$ cat src/rtl/i2c_mon_pkg.sv
// Package: shared types for the I2C bus busy monitor.
// Assumes: nothing beyond IEEE 1800-2017.
package i2c_mon_pkg;

    // Phases of the stop-condition generator.
    typedef enum logic [2:0] {
        GEN_IDLE    = 3'd0,
        GEN_SCL_LOW = 3'd1,
        GEN_SDA_LOW = 3'd2,
        GEN_SCL_REL = 3'd3,
        GEN_SDA_REL = 3'd4
    } gen_state_t;

endpackage

$ cat src/rtl/i2c_line_sync.sv
// Module: i2c_line_sync
// Synchronizes a vector of asynchronous bus lines into the clock domain
// through STAGES flops per bit.
// Assumes: lines idle high, so the reset value is all ones by default.
module i2c_line_sync #(
    parameter int          WIDTH     = 2,
    parameter int          STAGES    = 2,
    parameter logic        RESET_VAL = 1'b1
) (
    input  logic             clk,
    input  logic             rst_n,
    input  logic [WIDTH-1:0] async_i,
    output logic [WIDTH-1:0] sync_o
);
    logic [WIDTH-1:0] pipe [STAGES];

    generate
        for (genvar s = 0; s < STAGES; s++) begin : g_stage
            // Shift one stage of the synchronizer chain.
            always_ff @(posedge clk) begin
                if (!rst_n) begin
                    pipe[s] <= {WIDTH{RESET_VAL}};
                end else if (s == 0) begin
                    pipe[s] <= async_i;
                end else begin
                    pipe[s] <= pipe[(s == 0) ? 0 : s-1];
                end
            end
        end
    endgenerate

    assign sync_o = pipe[STAGES-1];
endmodule

$ cat src/rtl/i2c_cond_detect.sv
// Module: i2c_cond_detect
// Flags start (SDA falls, SCL high) and stop (SDA rises, SCL high) by
// comparing the current synchronized sample with the previous one.
// Assumes: inputs are already synchronized; outputs are combinational.
module i2c_cond_detect (
    input  logic clk,
    input  logic rst_n,
    input  logic sda_s,
    input  logic scl_s,
    output logic start_raw,
    output logic stop_raw
);
    logic sda_p;
    logic scl_p;

    // Keep the previous sample of both lines.
    always_ff @(posedge clk) begin
        if (!rst_n) begin
            sda_p <= 1'b1;
            scl_p <= 1'b1;
        end else begin
            sda_p <= sda_s;
            scl_p <= scl_s;
        end
    end

    // SCL must be high in both samples so a simultaneous SCL change never counts.
    always_comb begin
        start_raw = scl_s && scl_p &&  sda_p && !sda_s;
        stop_raw  = scl_s && scl_p && !sda_p &&  sda_s;
    end
endmodule

$ cat src/rtl/i2c_stop_gen.sv
// Module: i2c_stop_gen
// Drives a stop condition onto an open-drain bus: pull SCL, pull SDA,
// release SCL, wait for SCL high, release SDA. Holds a pending request
// that only completion of the sequence clears.
// Assumes: PHASE_CYCLES >= 1; scl_s is the synchronized SCL line.
module i2c_stop_gen
    import i2c_mon_pkg::*;
#(
    parameter int PHASE_CYCLES = 8
) (
    input  logic clk,
    input  logic rst_n,
    input  logic en,
    input  logic req,
    input  logic scl_s,
    output logic pending,
    output logic sda_pull,
    output logic scl_pull
);
    localparam int CW = (PHASE_CYCLES > 1) ? $clog2(PHASE_CYCLES) : 1;
    localparam logic [CW-1:0] CNT_LAST = CW'(PHASE_CYCLES - 1);

    gen_state_t   state;
    logic [CW-1:0] cnt;
    logic          cnt_done;

    assign cnt_done = (cnt == CNT_LAST);

    // Sequence the stop phases; disabling drops back to idle.
    always_ff @(posedge clk) begin
        if (!rst_n) begin
            state <= GEN_IDLE;
            cnt   <= '0;
        end else if (!en) begin
            state <= GEN_IDLE;
            cnt   <= '0;
        end else begin
            unique case (state)
                GEN_IDLE: begin
                    cnt <= '0;
                    if (pending) state <= GEN_SCL_LOW;
                end
                GEN_SCL_LOW, GEN_SDA_LOW, GEN_SDA_REL: begin
                    if (cnt_done) begin
                        cnt <= '0;
                        if (state == GEN_SCL_LOW)      state <= GEN_SDA_LOW;
                        else if (state == GEN_SDA_LOW) state <= GEN_SCL_REL;
                        else                           state <= GEN_IDLE;
                    end else begin
                        cnt <= cnt + 1'b1;
                    end
                end
                GEN_SCL_REL: begin
                    if (!cnt_done) begin
                        cnt <= cnt + 1'b1;
                    end else if (scl_s) begin
                        cnt   <= '0;
                        state <= GEN_SDA_REL;
                    end
                end
                default: state <= GEN_IDLE;
            endcase
        end
    end

    // Latch requests while enabled; clear only when the sequence completes.
    always_ff @(posedge clk) begin
        if (!rst_n) begin
            pending <= 1'b0;
        end else if (en && state == GEN_SDA_REL && cnt_done) begin
            pending <= 1'b0;
        end else if (en && req) begin
            pending <= 1'b1;
        end
    end

    // Decode open-drain drives from the phase.
    always_comb begin
        scl_pull = (state == GEN_SCL_LOW) || (state == GEN_SDA_LOW);
        sda_pull = (state == GEN_SDA_LOW) || (state == GEN_SCL_REL);
    end
endmodule

$ cat src/rtl/i2c_busy_monitor.sv
// Module: i2c_busy_monitor (top)
// Tracks the I2C bus-busy state from detected start/stop conditions,
// seeds it from a configuration input on enable, emits condition pulses,
// a gated stop interrupt, a participation flag, and generates stops on request.
// Assumes: sda_i/scl_i are the wired bus levels; single clock domain.
module i2c_busy_monitor #(
    parameter int SYNC_STAGES  = 2,
    parameter int PHASE_CYCLES = 8
) (
    input  logic clk,
    input  logic rst_n,
    input  logic sda_i,
    input  logic scl_i,
    input  logic en,
    input  logic assume_idle,
    input  logic stop_irq_en,
    input  logic release_cmd,
    input  logic stop_req,
    output logic bus_busy,
    output logic start_det,
    output logic stop_det,
    output logic stop_irq,
    output logic engaged,
    output logic stop_pending,
    output logic sda_pull,
    output logic scl_pull
);
    localparam int LINES = 2;

    logic [LINES-1:0] lines_s;
    logic             sda_s;
    logic             scl_s;
    logic             start_raw;
    logic             stop_raw;
    logic             en_q;

    i2c_line_sync #(
        .WIDTH     (LINES),
        .STAGES    (SYNC_STAGES),
        .RESET_VAL (1'b1)
    ) u_sync (
        .clk     (clk),
        .rst_n   (rst_n),
        .async_i ({scl_i, sda_i}),
        .sync_o  (lines_s)
    );

    assign sda_s = lines_s[0];
    assign scl_s = lines_s[1];

    i2c_cond_detect u_detect (
        .clk       (clk),
        .rst_n     (rst_n),
        .sda_s     (sda_s),
        .scl_s     (scl_s),
        .start_raw (start_raw),
        .stop_raw  (stop_raw)
    );

    i2c_stop_gen #(
        .PHASE_CYCLES (PHASE_CYCLES)
    ) u_stopgen (
        .clk      (clk),
        .rst_n    (rst_n),
        .en       (en),
        .req      (stop_req),
        .scl_s    (scl_s),
        .pending  (stop_pending),
        .sda_pull (sda_pull),
        .scl_pull (scl_pull)
    );

    // Update busy flag, pulses and participation; seed busy on enable.
    always_ff @(posedge clk) begin
        if (!rst_n) begin
            en_q      <= 1'b0;
            bus_busy  <= 1'b0;
            start_det <= 1'b0;
            stop_det  <= 1'b0;
            stop_irq  <= 1'b0;
            engaged   <= 1'b0;
        end else if (!en) begin
            en_q      <= 1'b0;
            bus_busy  <= 1'b0;
            start_det <= 1'b0;
            stop_det  <= 1'b0;
            stop_irq  <= 1'b0;
            engaged   <= 1'b0;
        end else if (!en_q) begin
            en_q      <= 1'b1;
            bus_busy  <= !assume_idle;
            start_det <= 1'b0;
            stop_det  <= 1'b0;
            stop_irq  <= 1'b0;
            engaged   <= 1'b0;
        end else begin
            start_det <= start_raw;
            stop_det  <= stop_raw;
            stop_irq  <= stop_raw && stop_irq_en;
            if (start_raw)     bus_busy <= 1'b1;
            else if (stop_raw) bus_busy <= 1'b0;
            if (start_raw)                    engaged <= 1'b1;
            else if (stop_raw || release_cmd) engaged <= 1'b0;
        end
    end
endmodule

$ cat config.mk
export PLATFORM = sky130hd
export DESIGN_NAME = i2c_busy_monitor
export DESIGN_NICKNAME = d
export VERILOG_FILES = /design/src/rtl/i2c_mon_pkg.sv /design/src/rtl/i2c_line_sync.sv /design/src/rtl/i2c_cond_detect.sv /design/src/rtl/i2c_stop_gen.sv /design/src/rtl/i2c_busy_monitor.sv
export SDC_FILE = /design/constraint.sdc
export NUM_CORES = 1
export LEC_CHECK = 0
export BUFFER_PORTS_ARGS = -buffer_cell sky130_fd_sc_hd__buf_2
export CORE_MARGIN = 2
export CORE_UTILIZATION = 43
export CTS_CLUSTER_DIAMETER = 150
export DETAILED_ROUTE_END_ITERATION = 8
export PLACE_DENSITY = 0.72
export SYNTH_ARGS = -nofsm -noshare
export SYNTH_HDL_FRONTEND = slang
export SYNTH_SLANG_ARGS = --single-unit
$ cat constraint.sdc
create_clock -name clk -period 3.5 [get_ports clk]
set_input_delay 1.05 -clock clk [delete_from_list [all_inputs] [get_ports clk]]
set_output_delay 1.05 -clock clk [all_outputs]
set_load 0.005 [all_outputs]
# ---- Word level (Yosys, flattened, before mapping)
# Memories as Yosys holds them, arrays and structs flattened.
# Index checks and enable logic that the tools add are counted.
dict set report totals {
  ff_bits 15
  ram_bits 4
  inputBits 9
  output_inout_bits 8
  elab_cells 72
  n_memories 1
}
# name depth width rd rd_clocked_by_memory_dff wr line_no
set mem_list {}
lappend mem_list {u_sync.pipe 2 2 2 0 2 i2c_line_sync.sv:15} ;# logic [WIDTH-1:0] pipe [STAGES];
dict set report op_classes {
  add_sub_neg 1
  n_eq_ne 11
  n_mux 21
  bitwise_logic 3
  n_reduce_logical 24
}
# op n
set ops {}
lappend ops {{3-bit two-way mux} 8}
lappend ops {{3-bit case mux with 3 select lines} 2}
lappend ops {{1-bit logical AND} 9}
lappend ops {{1-bit two-way mux} 8}
lappend ops {{3-bit by 2-bit equality test with 1-bit output, second input constant} 2}
lappend ops {{3-bit equality test, second input constant} 2}
lappend ops {{2-bit two-way mux} 3}
lappend ops {{2-bit by 1-bit inequality test with 1-bit output, second input constant} 3}
lappend ops {{3-bit inequality test, second input constant} 2}
lappend ops {{2-bit AND reduction} 2}
lappend ops {{4-bit AND reduction} 1}
lappend ops {{3-bit by 1-bit adder with 3-bit output, second input constant} 1}
lappend ops {{3-bit by 1-bit equality test with 1-bit output, second input constant} 1}
lappend ops {{1-bit zero test} 3}
lappend ops {{3-bit zero test} 1}
lappend ops {{1-bit logical OR} 3}
lappend ops {{3-bit AND reduction} 1}
lappend ops {{3-bit nonzero test} 1}
lappend ops {{3-bit OR reduction} 1}
lappend ops {{2-bit inequality test, second input constant} 1}
lappend ops {{1-bit bitwise OR} 2}
lappend ops {{2-bit nonzero test} 1}
lappend ops {{2-bit OR reduction} 1}
lappend ops {{1-bit NOT} 1}

# ---- Logic depth before layout (Yosys ltp)
# Gate-level depths: netlist of the first run.
# An unclocked memory read counts as a cell.
dict set report logic_depth {
  ltp_word 7
  depth_mapped 6
  ltp_nobuf 5
}

# ---- By module
# A second synthesis of the first run with hierarchy kept.
dict set report hier_totals {
  hier_cells 77
  hier_area_um2 782.0
}
# module instances cells_per_inst area_each_um2 seq_area_each_um2
set by_module_without_submodules {}
lappend by_module_without_submodules {i2c_stop_gen 1 46 396.6 140.1}
lappend by_module_without_submodules {i2c_busy_monitor 1 17 207.7 120.1}
lappend by_module_without_submodules {i2c_line_sync 1 8 105.1 80.1}
lappend by_module_without_submodules {i2c_cond_detect 1 6 72.6 40.0}

# ---- Worst setup path after synthesis of the first run
# OpenSTA, ideal clock, no wires.
dict set report synth_path {
  kind {register to output}
  start {register u_stopgen.state[1]}
  end {output port scl_pull}
  arrival_ns 0.644
  required_time_ns 2.450
  path_slack_ns 1.806
  path_stages_with_launch 4
  path_buffers 1
  path_cell_list {dfxtp_1 buf_6 xnor2_1 nor2_1}
}
dict set report synth_via {
  elab_chain_len 2
  elab_cells_between_ends 3
  cone_classes {eq/ne (2); reduce/logical (1)}
}
# item line_no
set synth_rtl {}
lappend synth_rtl {{start: declaration} i2c_stop_gen.sv:23} ;# gen_state_t state;
lappend synth_rtl {{start signal: assignment} i2c_stop_gen.sv:32} ;# state <= GEN_IDLE;
lappend synth_rtl {{start signal: assignment} i2c_stop_gen.sv:35} ;# state <= GEN_IDLE;
lappend synth_rtl {{start signal: assignment} i2c_stop_gen.sv:41} ;# if (pending) state <= GEN_SCL_LOW;
lappend synth_rtl {{3-bit by 1-bit equality test with 1-bit output or 3-bit by 2-bit equality test with 1-bit output (tied branches)} i2c_stop_gen.sv:79} ;# scl_pull = (state == GEN_SCL_LOW) || (state == GEN_SDA_LOW);
lappend synth_rtl {{1-bit logical OR *} i2c_stop_gen.sv:79}
lappend synth_rtl {{end: declaration} i2c_busy_monitor.sv:26} ;# output logic scl_pull
# Every way passes the cells marked *; elsewhere a longest branch is shown, timed or not.

# ---- Final worst setup path of the first run
dict set report layout_path {
  start {register u_stopgen.state[1]}
  end {output port sda_pull}
}
dict set report layout_via {
  elab_chain_len 2
  elab_cells_between_ends 3
  cone_classes {eq/ne (2); reduce/logical (1)}
}
# item line_no
set layout_rtl {}
lappend layout_rtl {{3-bit by 2-bit equality test with 1-bit output} i2c_stop_gen.sv:80} ;# sda_pull = (state == GEN_SDA_LOW) || (state == GEN_SCL_REL);
lappend layout_rtl {{1-bit logical OR *} i2c_stop_gen.sv:80}
lappend layout_rtl {{end: declaration} i2c_busy_monitor.sv:25} ;# output logic sda_pull,
# Marked as above.

==> results of run 1 <==
[critical path: cells and delay by family (launching register included)]
family / cells / cell delay (ns)
buffers and inverters: 1 / 0.13
DFF: 1 / 0.57
and+or+nand+nor: 1 / 0.22
[final cells by class]
class,instances,area share (%)
well taps,25,3.50
clock buffers,4,2.94
flip-flops and latches,19,42.5
repair buffers,16,8.95
inverters,2,0.839
multi-input cells,54,41.3
[stage by stage]
step	worst slack, ns	total power (uW)
final	1.24	354
after global routing	1.15	372
after CTS	1.24	358
after detailed placement	1.58	252
after global placement	1.60	251
after floorplan	1.81	242
[cells by family after synthesis]
family	count (synthesis)
and+or+nand+nor	38
adders and majority gates	2
xor gates and xnor gates	1
AOI/OAI and AO/OA	12
DFF	19
buffers and inverters	5
muxes	1
[placed cells by master, fill, tap and decap left out, types with 3 or more instances in the layout]
master,n
dfxtp_1,19
buf_2,16
nor2_1,7
nand2_1,7
or2b_1,6
a21oi_1,4
clkbuf_4,3
[flip-flops by register name, indices dropped and copies added (netlist names)]
signal             flops
en_q                   1
stop_det               1
u_detect.scl_p         1
u_sync.pipe            4
engaged                1
u_stopgen.state        3
start_det              1
u_stopgen.cnt          3
stop_irq               1
bus_busy               1
u_detect.sda_p         1
u_stopgen.pending      1
[power breakdown]
part	internal [uW]	switching, uW
clock	44.3	63.2
sequential	222	4.52
combinational	11.5	9.10
[path summary, 6_finish.rpt]
| kind | start | end | slack, ns |
|---|---|---|---|
| setup reg to reg | u_stopgen.cnt[0] | u_stopgen.cnt[2] | 2.01 |
| hold / removal | u_sync.pipe[0][0] | u_sync.pipe[1][0] | 0.41 |
| setup / recovery | u_stopgen.state[1] | sda_pull | 1.24 |
| hold reg to reg | u_sync.pipe[0][0] | u_sync.pipe[1][0] | 0.41 |
[routing by layer]
metal	share of wire (%)	wire length (um)
met5	0	0
met4	1.4	19
met3	2.9	38
met2	46	604
met1	50	653
==> flow_metrics.py, run 1 <==
metrics = {
    "route": {
        "wl_um": 1310,
        "first_iter_violations": 15,
        "drtAntennaViolNets": 0,
        "wl_per_cell_um": 11.0,
        "dr.pass1.iters": 4,
        "dr_total_vias": 578,
        "avgViaCountPerCell": 4.82,
        "drc": 0,
    },
    "final_layout": {
        "fin_area_um2": 895,
        "fillers": 178,
        "fin_nets": 107,
        "utilization_pct": 51.8,
        "layout.cells.non_filler": 120,
        "drive_above_1_share_pct": 27.4,
        "seqCellArea_um2": 380,
        "syn2layout_area_growth_pct": 14.0,
        "multi_input_area_um2": 369,
        "diodes": 0,
    },
    "setup_path": {
        "critPathKind": "register to primary output",
        "cp_slowest_cell": "dfxtp_1",
        "crit_path_end_kind": "primary output",
        "crit_fanout": 11,
        "r2r_cells": 5,
        "crit_arrival_ns": 1.21,
        "crit_chain": "nor2b_1 -> buf_2",
        "required_ns": 2.45,
        "slowest_delay_ns": 0.57,
        "startpoint_type": "register",
    },
    "grt": {
        "grtUsageTotal_pct": 14.0,
        "grt_pass1_wl_um": 2100,
        "globalRoute.totalOverflow": 0,
        "grtUsageMet3_pct": 3.53,
        "grtUsageMet2_pct": 20.8,
        "grt_pass1_vias": 501,
        "antenna_found_initial": 0,
        "busiest_layer": "met2",
        "grt_max_degree": 12,
        "grtUsageMet1_pct": 18.2,
    },
    "floorplan": {
        "core_mm2": 0.00173,
        "fp.dieW_um": 46.7,
        "dieArea_mm2": 0.00218,
        "die_height_um": 46.7,
        "ios": 17,
        "start_util_pct": 45.4,
        "rows": 15,
    },
    "synthesis": {
        "async_reset_ff_share_pct": 0,
        "synthFlopType": "dfxtp_1",
        "yosysTopAreaCellShare_pct": 48.5,
        "synth_top_family_by_area": "simple AND/OR/NAND/NOR gates",
        "yosysWarnings": 0,
        "synth_fa_ha_area_share_pct": 3.19,
        "synth_edf_count": 0,
        "syn-num-nets": 89,
        "synth-seq-cells": 19,
        "synth_compound_area_share_pct": 10.2,
        "syn-cell-area_um2": 785,
        "syn_inst": 78,
        "synth_largest_area_cell": "dfxtp_1",
        "synth_xor_area_share_pct": 1.12,
        "synth.most_common_cell": "dfxtp_1",
        "synth.distinct_cells": 32,
        "yosys.area_share.simple_pct": 31.1,
        "yosysSeqAreaShare_pct": 48.5,
        "ys_top_cells_by_area": "dfxtp_1 (48%), or2b_1 (5.7%), nand2_1 (3.3%)",
        "muxShareOfSynthArea_pct": 1.44,
        "yosys-top-cells-count": "dfxtp_1 (19), nand2_1 (7), nor2_1 (7)",
        "synth.avg_cell_area_um2": 10.1,
    },
    "place": {
        "place_hpwl_um": 935,
        "gp_congestion": 0.748,
        "io_buffer_count": 16,
        "placed_cell_area_um2": 868,
        "placedCellCount": 116,
    },
    "timing": {
        "finalHoldViolations": 0,
        "timing.hold.ws_ns": 0.414,
        "slew_viol_final": 0,
        "fmax_mhz": 443,
        "period_share_pct": 64.6,
        "totalNegativeSetupSlack_ns": 0,
        "min_period_ns": 2.26,
        "fin_skew_ns": 0.00214,
        "tightest_slew_ns": 0.392,
        "slew_headroom_pct": 73.8,
        "setup_viol": 0,
        "rsz0062_at_grt": "no",
    },
    "pwr": {
        "power_density_mw_per_mm2": 396,
        "peakVddDrop_v": 0.000247,
        "leakagePower_uw": 0.000386,
    },
    "clocking": {
        "h-tree-depth": 1,
        "cts_setup_buffers": 0,
        "clk_pin_slew_ns": 0.10,
        "postCtsResizedCells": 0,
        "clock-sinks": 19,
        "cts_tree": "yes",
        "clock_latency_ns": 0.29,
        "cts-root-buf": "clkbuf_4",
        "clk_path_buf_depth": 2,
        "hold_buffers": 0,
        "cts_inserted_buffers": 3,
    },
    "min_path": {
        "holdCritPathClass": "register to register",
        "hold_depth": 1,
    },
    "flow_run": {
        "maxCapViolations": 0,
    },
    "status": {
        "status": "finished, final reports clean",
    },
}
Note: power is estimated with default switching activity, not from simulation.
==> run 2: changes to the inputs <==
==> constraint.sdc (replaced) <==
create_clock -name clk -period 2.29 [get_ports clk]
set_input_delay 0.687 -clock clk [delete_from_list [all_inputs] [get_ports clk]]
set_output_delay 0.687 -clock clk [all_outputs]
set_load 0.005 [all_outputs]
==> run 2 against run 1 <==
Effect of this change: flip-flop and latch count unchanged; register-to-register slack got worse by 1.2 ns; routed wire length rose by 3.0%; via count is 1.0% higher; critical path depth did not move; sequential share of layout area is 0.18 points lower; clock power up 62%; critical path type unchanged; sequential power rose by 53%; clock-buffer cell count fell by 1.
==> flow_metrics.py, run 2 (synthesis gave the netlist of run 1 again) <==
metrics = {
    "status": {
        "status": "finished, final reports clean",
    },
    "clocking": {
        "cts-root-buf": "clkbuf_4",
        "clk_pin_slew_ns": 0.12,
        "clk_path_buf_depth": 2,
        "cts_inserted_buffers": 3,
        "cts_setup_buffers": 0,
        "cts_tree": "yes",
        "clock-sinks": 19,
        "h-tree-depth": 1,
        "postCtsResizedCells": 0,
        "clock_latency_ns": 0.30,
        "hold_buffers": 0,
    },
    "setup_path": {
        "crit_path_end": "sda_pull",
        "crit_chain": "nor2b_1 -> buf_2",
        "r2r_cells": 5,
        "crit_path_end_kind": "primary output",
        "reg2reg_slack_ns": 0.79,
        "cp_num_cells": 2,
        "r2r_start": "u_stopgen.cnt[0]",
        "startpoint_type": "register",
        "reg2reg_to": "u_stopgen.state[0]",
        "critPathKind": "register to primary output",
        "path_delay_family": "flip-flops",
        "crit_arrival_ns": 1.22,
        "cp_slowest_cell": "dfxtp_1",
        "required_ns": 1.60,
        "critPathBufInv": 1,
        "slowest_delay_ns": 0.58,
        "startpoint": "u_stopgen.state[1]",
        "crit_fanout": 11,
    },
    "grt": {
        "grtUsageTotal_pct": 14.0,
        "grt_max_degree": 13,
        "grt_pass1_vias": 514,
        "grt_pass1_wl_um": 2070,
        "globalRoute.totalOverflow": 0,
        "antenna_found_initial": 0,
    },
    "timing": {
        "period_share_pct": 83.4,
        "slew_viol_final": 0,
        "finalHoldViolations": 0,
        "fin_skew_ns": 0.00580,
        "min_period_ns": 1.91,
        "setup_viol": 0,
        "totalNegativeSetupSlack_ns": 0,
        "slew_headroom_pct": 73.6,
        "fmax_mhz": 524,
        "rsz0062_at_grt": "no",
        "tightest_slew_ns": 0.396,
        "timing.hold.ws_ns": 0.418,
    },
    "pwr": {
        "total_power_uw": 552,
        "power_density_mw_per_mm2": 615,
        "leakagePower_uw": 0.000385,
        "peakVddDrop_v": 0.000418,
    },
    "final_layout": {
        "syn2layout_area_growth_pct": 14.5,
        "fin_nets": 107,
        "final_common_cell": "dfxtp_1",
        "top_register": "u_sync.pipe",
        "multi_input_area_um2": 369,
        "largestRegisters": "u_sync.pipe: 4 flops, u_stopgen.cnt: 3 flops, u_stopgen.state: 3 flops",
        "fillers": 172,
        "drive_above_1_share_pct": 28.4,
        "seqCellArea_um2": 380,
        "final_cell_mix": "dfxtp_1 (19), buf_2 (16), nor2_1 (7), nand2_1 (7), or2b_1 (6)",
        "layout.cells.non_filler": 120,
        "diodes": 0,
        "largest_reg_flops": 4,
    },
    "route": {
        "dr_total_vias": 584,
        "drc": 0,
        "drtAntennaViolNets": 0,
        "drt-met1-wl_um": 617,
        "top_layer": "met4",
        "wl_um": 1350,
        "avgViaCountPerCell": 4.87,
        "first_iter_violations": 7,
        "dr_wl_met3_um": 42,
        "dr.pass1.iters": 6,
        "dr_wl_met2_um": 681,
        "wl_per_cell_um": 11.3,
    },
    "flow_run": {
        "maxCapViolations": 0,
    },
    "floorplan": {
        "ios": 17,
        "dieArea_mm2": 0.00218,
        "rows": 15,
        "die_height_um": 46.7,
        "core_mm2": 0.00173,
        "start_util_pct": 45.4,
        "fp.dieW_um": 46.7,
    },
    "place": {
        "gp_congestion": 0.748,
        "io_buffer_count": 16,
        "place_hpwl_um": 940,
        "placedCellCount": 116,
    },
    "min_path": {
        "holdCritPathClass": "register to register",
    },
}
run 2: per-stage QoR:
stage	setup WS [ns]	util [%]	instance area (um^2)
2_1_floorplan	0.928	-	785
3_3_place_gp	0.750	50.3	868
3_5_place_dp	0.726	50.3	868
4_1_cts	0.375	52.0	898
5_1_grt	0.310	52.0	898
6_report	0.381	52.0	898
run 2: layout make-up:
| class | instances | area share (%) |
|---|---|---|
| Inverter | 2 | 0.836 |
| Clock buffer | 3 | 2.51 |
| Tap cell | 25 | 3.48 |
| Sequential cell | 19 | 42.3 |
| Multi-Input combinational cell | 54 | 41.1 |
| Clock inverter | 1 | 0.836 |
| Timing Repair Buffer | 16 | 8.91 |
run 2: worst min path at each step:
stage,from,end,depth (start not counted)
global placement,u_sync.pipe[0][0],u_sync.pipe[1][0],1
global route,u_sync.pipe[0][0],u_sync.pipe[1][0],1
floorplan,u_sync.pipe[0][0],u_sync.pipe[1][0],1
CTS,u_sync.pipe[0][0],u_sync.pipe[1][0],1
detailed placement,u_sync.pipe[0][0],u_sync.pipe[1][0],1
finish,u_sync.pipe[0][0],u_sync.pipe[1][0],1
run 2: power breakdown:
part	leakage [uW]	switching (uW)	internal, uW	total [uW]
clock	0.0000139	108	66.5	175
sequential	0.000155	6.75	339	346
combinational	0.000216	14.3	17.6	31.9
total	0.000385	129	423	552
run 2: per-layer routing:
layer | track usage [%] | vias up
li1 | - | 307
met1 | 15.8 | 263
met2 | 23.6 | 12
met3 | 2.35 | 2
met4 | 10.0 | 0
met5 | 0 | -
